File: src/rtl/tcc_pkg.sv
package tcc_pkg;

    typedef enum logic [1:0] {
        TM_HALT = 2'b00,
        TM_UP   = 2'b01,
        TM_FREE = 2'b10
    } tmode_e;

    localparam int unsigned RA_CTRL      = 0;
    localparam int unsigned RA_FLAG      = 1;
    localparam int unsigned RA_COUNT     = 2;
    localparam int unsigned RA_CMP0      = 3;
    localparam int unsigned CTRL_CLR_BIT = 2;
    localparam int unsigned CTRL_IE_LSB  = 4;

    function automatic tmode_e decode_mode(input logic [1:0] f);
        case (f)
            2'b01:   return TM_UP;
            2'b10:   return TM_FREE;
            default: return TM_HALT;
        endcase
    endfunction

endpackage

File: src/rtl/tcc_counter.sv
module tcc_counter
    import tcc_pkg::*;
#(
    parameter int unsigned CNT_W = 16
) (
    input  logic             clk,
    input  logic             rst,
    input  logic             tick,
    input  tmode_e           mode,
    input  logic             clr,
    input  logic [CNT_W-1:0] top,
    output logic [CNT_W-1:0] cnt,
    output logic [CNT_W-1:0] cnt_nxt,
    output logic             adv,
    output logic             wrap
);
    localparam logic [CNT_W-1:0] CNT_MAX = {CNT_W{1'b1}};

    logic at_top;

    always_comb begin
        at_top  = (mode == TM_UP) ? (cnt >= top) : (cnt == CNT_MAX);
        adv     = tick && (mode != TM_HALT) && !clr;
        wrap    = adv && at_top;
        cnt_nxt = at_top ? '0 : cnt + 1'b1;
    end

    always_ff @(posedge clk) begin
        if (rst || clr)
            cnt <= '0;
        else if (adv)
            cnt <= cnt_nxt;
    end

    AST_UP_BOUND: assert property (@(posedge clk) disable iff (rst)
        (adv && mode == TM_UP && cnt <= top) |=> (cnt <= $past(top)));
    AST_FREE_ROLL: assert property (@(posedge clk) disable iff (rst)
        (adv && mode == TM_FREE && cnt == CNT_MAX) |=> (cnt == '0));
    AST_IDLE_HOLD: assert property (@(posedge clk) disable iff (rst)
        (!tick && !clr) |=> $stable(cnt));
    AST_CLEAR_ZERO: assert property (@(posedge clk) disable iff (rst)
        clr |=> (cnt == '0));

endmodule

File: src/rtl/tcc_match.sv
module tcc_match #(
    parameter int unsigned CNT_W = 16,
    parameter int unsigned N_CH  = 3
) (
    input  logic                       adv,
    input  logic [CNT_W-1:0]           cnt_nxt,
    input  logic [N_CH-1:0][CNT_W-1:0] cmp_vec,
    output logic [N_CH-1:0]            hit
);
    for (genvar k = 0; k < N_CH; k++) begin : g_ch
        assign hit[k] = adv && (cnt_nxt == cmp_vec[k]);
    end
endmodule

File: src/rtl/tcc_timer.sv
module tcc_timer
    import tcc_pkg::*;
#(
    parameter int unsigned CNT_W  = 16,
    parameter int unsigned N_CH   = 3,
    parameter int unsigned ADDR_W = 3
) (
    input  logic              clk,
    input  logic              rst,
    input  logic              tick_en,
    input  logic [ADDR_W-1:0] bus_addr,
    input  logic              bus_we,
    input  logic [CNT_W-1:0]  bus_wdata,
    output logic [CNT_W-1:0]  bus_rdata,
    input  logic              irq0_ack,
    output logic              irq0,
    output logic              irq_shared
);
    localparam int unsigned NF       = N_CH + 1;
    localparam int unsigned WRAP_IDX = N_CH;

    typedef struct packed {
        tmode_e          mode;
        logic [NF-1:0]   ie;
    } ctrl_t;

    ctrl_t                      ctrl_q;
    logic [N_CH-1:0][CNT_W-1:0] cmp_q;
    logic [NF-1:0]              fl_q, fl_d, set_vec;
    logic [CNT_W-1:0]           cnt, cnt_nxt;
    logic                       adv, wrap, clr_pulse, wr_ctrl, wr_flag;
    logic [N_CH-1:0]            hit;

    assign wr_ctrl   = bus_we && (bus_addr == ADDR_W'(RA_CTRL));
    assign wr_flag   = bus_we && (bus_addr == ADDR_W'(RA_FLAG));
    assign clr_pulse = wr_ctrl && bus_wdata[CTRL_CLR_BIT];

    tcc_counter #(.CNT_W(CNT_W)) u_cnt (
        .clk(clk), .rst(rst), .tick(tick_en), .mode(ctrl_q.mode),
        .clr(clr_pulse), .top(cmp_q[0]), .cnt(cnt), .cnt_nxt(cnt_nxt),
        .adv(adv), .wrap(wrap)
    );

    tcc_match #(.CNT_W(CNT_W), .N_CH(N_CH)) u_match (
        .adv(adv), .cnt_nxt(cnt_nxt), .cmp_vec(cmp_q), .hit(hit)
    );

    always_ff @(posedge clk) begin
        if (rst) begin
            ctrl_q.mode <= TM_HALT;
            ctrl_q.ie   <= '0;
        end else if (wr_ctrl) begin
            ctrl_q.mode <= decode_mode(bus_wdata[1:0]);
            ctrl_q.ie   <= bus_wdata[CTRL_IE_LSB +: NF];
        end
    end

    for (genvar k = 0; k < N_CH; k++) begin : g_cmp
        always_ff @(posedge clk) begin
            if (rst)
                cmp_q[k] <= '0;
            else if (bus_we && bus_addr == ADDR_W'(RA_CMP0 + k))
                cmp_q[k] <= bus_wdata;
        end
    end

    assign set_vec = {wrap, hit};

    always_comb begin
        fl_d = fl_q;
        if (wr_flag)
            fl_d = bus_wdata[NF-1:0];
        if (irq0_ack)
            fl_d[0] = 1'b0;
        fl_d = fl_d | set_vec;
    end

    always_ff @(posedge clk) begin
        if (rst)
            fl_q <= '0;
        else
            fl_q <= fl_d;
    end

    assign irq0       = fl_q[0] && ctrl_q.ie[0];
    assign irq_shared = |(fl_q[NF-1:1] & ctrl_q.ie[NF-1:1]);

    always_comb begin
        bus_rdata = '0;
        if (bus_addr == ADDR_W'(RA_CTRL)) begin
            bus_rdata[1:0]               = ctrl_q.mode;
            bus_rdata[CTRL_IE_LSB +: NF] = ctrl_q.ie;
        end else if (bus_addr == ADDR_W'(RA_FLAG)) begin
            bus_rdata[NF-1:0] = fl_q;
        end else if (bus_addr == ADDR_W'(RA_COUNT)) begin
            bus_rdata = cnt;
        end
        for (int k = 0; k < N_CH; k++)
            if (bus_addr == ADDR_W'(RA_CMP0 + k))
                bus_rdata = cmp_q[k];
    end

    AST_ACK_CLEARS: assert property (@(posedge clk) disable iff (rst)
        (irq0_ack && !set_vec[0]) |=> !fl_q[0]);
    AST_SHARED_STICKY: assert property (@(posedge clk) disable iff (rst)
        (fl_q[1] && !wr_flag) |=> fl_q[1]);
    AST_SET_WINS: assert property (@(posedge clk) disable iff (rst)
        set_vec[1] |=> fl_q[1]);
    AST_ABOVE_TOP_SILENT: assert property (@(posedge clk) disable iff (rst)
        (ctrl_q.mode == TM_UP && cnt <= cmp_q[0] && cmp_q[1] > cmp_q[0])
        |-> !set_vec[1]);
    AST_UP_ROLL_LAG: assert property (@(posedge clk) disable iff (rst)
        (ctrl_q.mode == TM_UP && set_vec[WRAP_IDX]) |-> (cnt >= cmp_q[0]));

endmodule

File: config.mk
export PLATFORM = sky130hd
export DESIGN_NAME = tcc_timer
export DESIGN_NICKNAME = d
export VERILOG_FILES = /design/src/rtl/tcc_pkg.sv /design/src/rtl/tcc_counter.sv /design/src/rtl/tcc_match.sv /design/src/rtl/tcc_timer.sv
export SDC_FILE = /design/constraint.sdc
export NUM_CORES = 1
export LEC_CHECK = 0
export CORE_ASPECT_RATIO = 1.4
export CORE_MARGIN = 4
export CORE_UTILIZATION = 45
export DETAILED_ROUTE_END_ITERATION = 12
export GPL_TIMING_DRIVEN = 0
export PLACE_DENSITY = 0.64
export SLEW_MARGIN = 20
export SYNTH_ARGS = -nofsm -noshare
export SYNTH_HDL_FRONTEND = slang
export SYNTH_HIERARCHICAL = 1
export SYNTH_SLANG_ARGS = --single-unit
File: constraint.sdc
create_clock -name clk -period 6.82 [get_ports clk]
set_clock_uncertainty 0.1 [all_clocks]
set_input_delay 2.046 -clock clk [delete_from_list [all_inputs] [get_ports clk]]
set_output_delay 2.046 -clock clk [all_outputs]
set_load 0.01 [all_outputs]
==> out/qor.csv <==
stage,metric,value,unit
run_status,status,"finished, final reports clean",
worst_hold_path,hold path depth,2,
global_route,GRT Resource Usage Total,0.2516,
setup_path,Worst EP arrival,4.17,ns
synthesis,post-synthesis sequential area ratio,0.3063,
timing,setup TNS,0,ns
die,die area,0.01250,sq mm
clocking,CTS sink cnt,74,
clocking,hold buffer count at cts,0,
synthesis,area share of the leading cell type in the synthesized netlist,0.3063,
clocking,Clock Tree Root,clkbuf_16,
power_and_ir_drop,PwrDens,175.5,mW/mm^2
route,DR WL/cell,18.51,microns
synthesis,main flop type after synthesis,dfxtp_1,
synthesis,synthesized area,0.004837,sq mm
synthesis,Synth Instances,624,
global_route,largest net degree at the start of global routing,12,
placement,Place WS,0.5209,ns
die,core area,0.01046,sq mm
worst_hold_path,Hold Path Class,reg -> reg,
timing,maximum clock frequency,158.4,MHz
die,I/O pins,42,
setup_path,Crit Path Class,in -> out,
timing,Least-Margin Pin Slew,0.9519,ns
cells_and_area,Final #Nets,715,
setup_path,CP Launch Type,primary input,
timing,Max Slew Vio Count,0,
route,DR vias,4620,
clocking,CTS tree,yes,
placement,gpl congestion,1.017,
cells_and_area,share of layout cells above drive strength 1,0.06922,
global_route,vias in the first global route,4491,
flow_run,max cap viols,0,
die,Die Ht,130.7,microns
global_route,initial antenna violation count,0,
power_and_ir_drop,Pleak,1.991,nW
synthesis,number of flops mapped to enable cells by yosys,0,
placement,number of buffers added on ports,39,
route,Vias/cell,5.655,
cells_and_area,fillers,1031,
route,# DRC,0,
setup_path,Critical Path Fanout Max,10,
global_route,first-pass GRT wire length,23490,microns
route,Final ANT Viol Nets,0,
cells_and_area,Finished Core Util,0.5416,
timing,setup ws final,0.5073,ns
route,Total Wirelength,15120,microns
worst_hold_path,hold endpoint,cmp_q[23]$_SDFFE_PP0P_,
global_route,GR Overflow Total,0,
die,# rows,44,
timing,ratio of final minimum period to clock period,0.9256,
synthesis,Post-Syn Nets,665,
synthesis,"top cells by area, synth","dfxtp_1 31%, nand2_1 8.5%, xnor2_1 8.5%, mux2i_1 7.2%, a21oi_1 6.2%",
synthesis,largest area contributor in the netlist,dfxtp_1,
synthesis,Async SR Flop Fraction,0,
power_and_ir_drop,maximum vdd ir drop,0.0001245,V
synthesis,Yosys reg bits,74,
timing,final worst path period need,6.313,ns
clocking,total CTS buffers,9,
clocking,postcts setup bufs,0,
cells_and_area,Area Growth Syn to Fin,17.12,%
placement,DP HPWL,11920,microns
die,starting density of the core,0.4624,
clocking,clk_lat worst skew,0.34,ns
cells_and_area,n_diodes,0,
synthesis,yosys warns,6,
setup_path,reg2reg end,fl_q[2]$_SDFF_PP0_,
route,1st-pass router iterations,5,
setup_path,CP Capture Type,output port,
timing,RSZ-0062 raised after global routing,no,
setup_path,Critical R2R Launch,cmp_q[15]$_SDFFE_PP0P_,
synthesis,Mean Syn Cell Area,7.752,sq um
route,DR iter-0 viols,309,
setup_path,Critical Path RT,4.67,ns
power_and_ir_drop,Design Power,0.9944,mW
clocking,# resized after CTS,0,
setup_path,register-to-register path setup slack,2.56,ns
clocking,clock tree buffer depth,2,
setup_path,R2R depth,14,
die,Die X,95.63,microns
timing,Final Hold Fails,0,
synthesis,Synth cell types,53,
clocking,# H-tree levels,3,
worst_hold_path,HP Start,cmp_q[23]$_SDFFE_PP0P_,
clocking,"Reg clk slew, reported paths",0.05,ns
timing,# setup viols final,0,
timing,max_slew headroom,0.3612,
## cell type report
type	count	area [sq um]	area share
timing repair buffer	39	390.4	0.06890
inverter	22	82.58	0.01458
clock inverter	3	15.01	0.002650
multi-input combinational	485	3053	0.5389
buffer	43	220.2	0.03887
sequential	74	1481	0.2615
clock buffer	13	250.2	0.04417
tap	138	172.7	0.03048
## worst max-delay path by stage
stage,start,end,depth (start not counted)
2_1_floorplan,bus_addr[0],bus_rdata[5],6
3_5_place_dp,bus_addr[1],bus_rdata[6],7
3_3_place_gp,bus_addr[1],bus_rdata[4],7
4_1_cts,bus_addr[1],bus_rdata[6],7
6_report,bus_addr[1],bus_rdata[6],7
5_1_grt,bus_addr[1],bus_rdata[6],7
## logic make-up (layout without fill, tap and decap cells)
logic type,after synthesis,in the layout,synth area share
AO/OA/AOI/OAI,118,118,0.1456
XOR/XNOR,62,62,0.1123
adder cells (fa/ha/maj),17,17,0.04397
buffers and inverters,65,120,0.06259
flip-flops,74,74,0.3063
multiplexers,38,38,0.07941
AND/OR/NAND/NOR,250,250,0.2499
## metal layers
layer,share of wire,track usage
met1,0.41,0.2950
met2,0.53,0.4533
met3,0.032,0.03436
met4,0.033,0.1055
met5,0,0
## critical path: stages
cell	delay, ns
clkdlybuf4s50_1	0.51
buf_2	0.25
clkbuf_1	0.41
nand3_1	0.12
o21ai_0	0.12
o21a_1	0.16
clkdlybuf4s50_1	0.54
## cell usage in the layout, fill, tap and decap left out, drive strengths merged, types with 18 or more instances in the layout
| cell type | synthesis | routed |
|---|---|---|
| nand3 | 22 | 22 |
| nand2 | 110 | 110 |
| inv | 22 | 22 |
| o21ai | 20 | 20 |
| xnor2 | 47 | 47 |
| dfxtp | 74 | 74 |
| clkdlybuf4s50 | 0 | 39 |
| nor4 | 20 | 20 |
| a21oi | 61 | 61 |
| mux2i | 35 | 35 |
| buf | 22 | 22 |
| nand4 | 18 | 18 |
| nor2 | 43 | 43 |
| clkbuf | 21 | 34 |
## synth_stat cells, types with 8 or more instances
library cell and n:
nand2_1 110, dfxtp_1 74, a21oi_1 60, xnor2_1 47
nor2_1 43, mux2i_1 35, inv_1 22, nand3_1 22
o21ai_0 19, clkbuf_1 18, nand4_1 18, ha_1 17
nor4_1 17, xor2_1 15, nor3_1 12, buf_2 11
o22ai_1 8
## sequential cells by signal (all words and copies together), names as in the netlist
register,count
cmp_q,48
ctrl_q,6
fl_q,4
u_cnt/cnt,16
## through the flow
| stage | cell area, sq um | instances | hold WS [ns] |
|---|---|---|---|
| 2_1_floorplan | 4837 | 624 | 0.3591 |
| 3_3_place_gp | 5400 | 801 | 0.3728 |
| 3_5_place_dp | 5400 | 801 | 0.3795 |
| 4_1_cts | 5665 | 817 | 0.3870 |
| 5_1_grt | 5665 | 817 | 0.4065 |
| 6_report | 5665 | 817 | 0.3865 |
## where the power goes
group | switching [mW] | leakage [nW] | total [mW] | internal, mW
Sequential | 0.00807 | 0.598 | 0.448 | 0.440
Clock | 0.183 | 0.133 | 0.438 | 0.255
Combinational | 0.0618 | 1.26 | 0.109 | 0.0468
(Power assumes the default switching activity.)
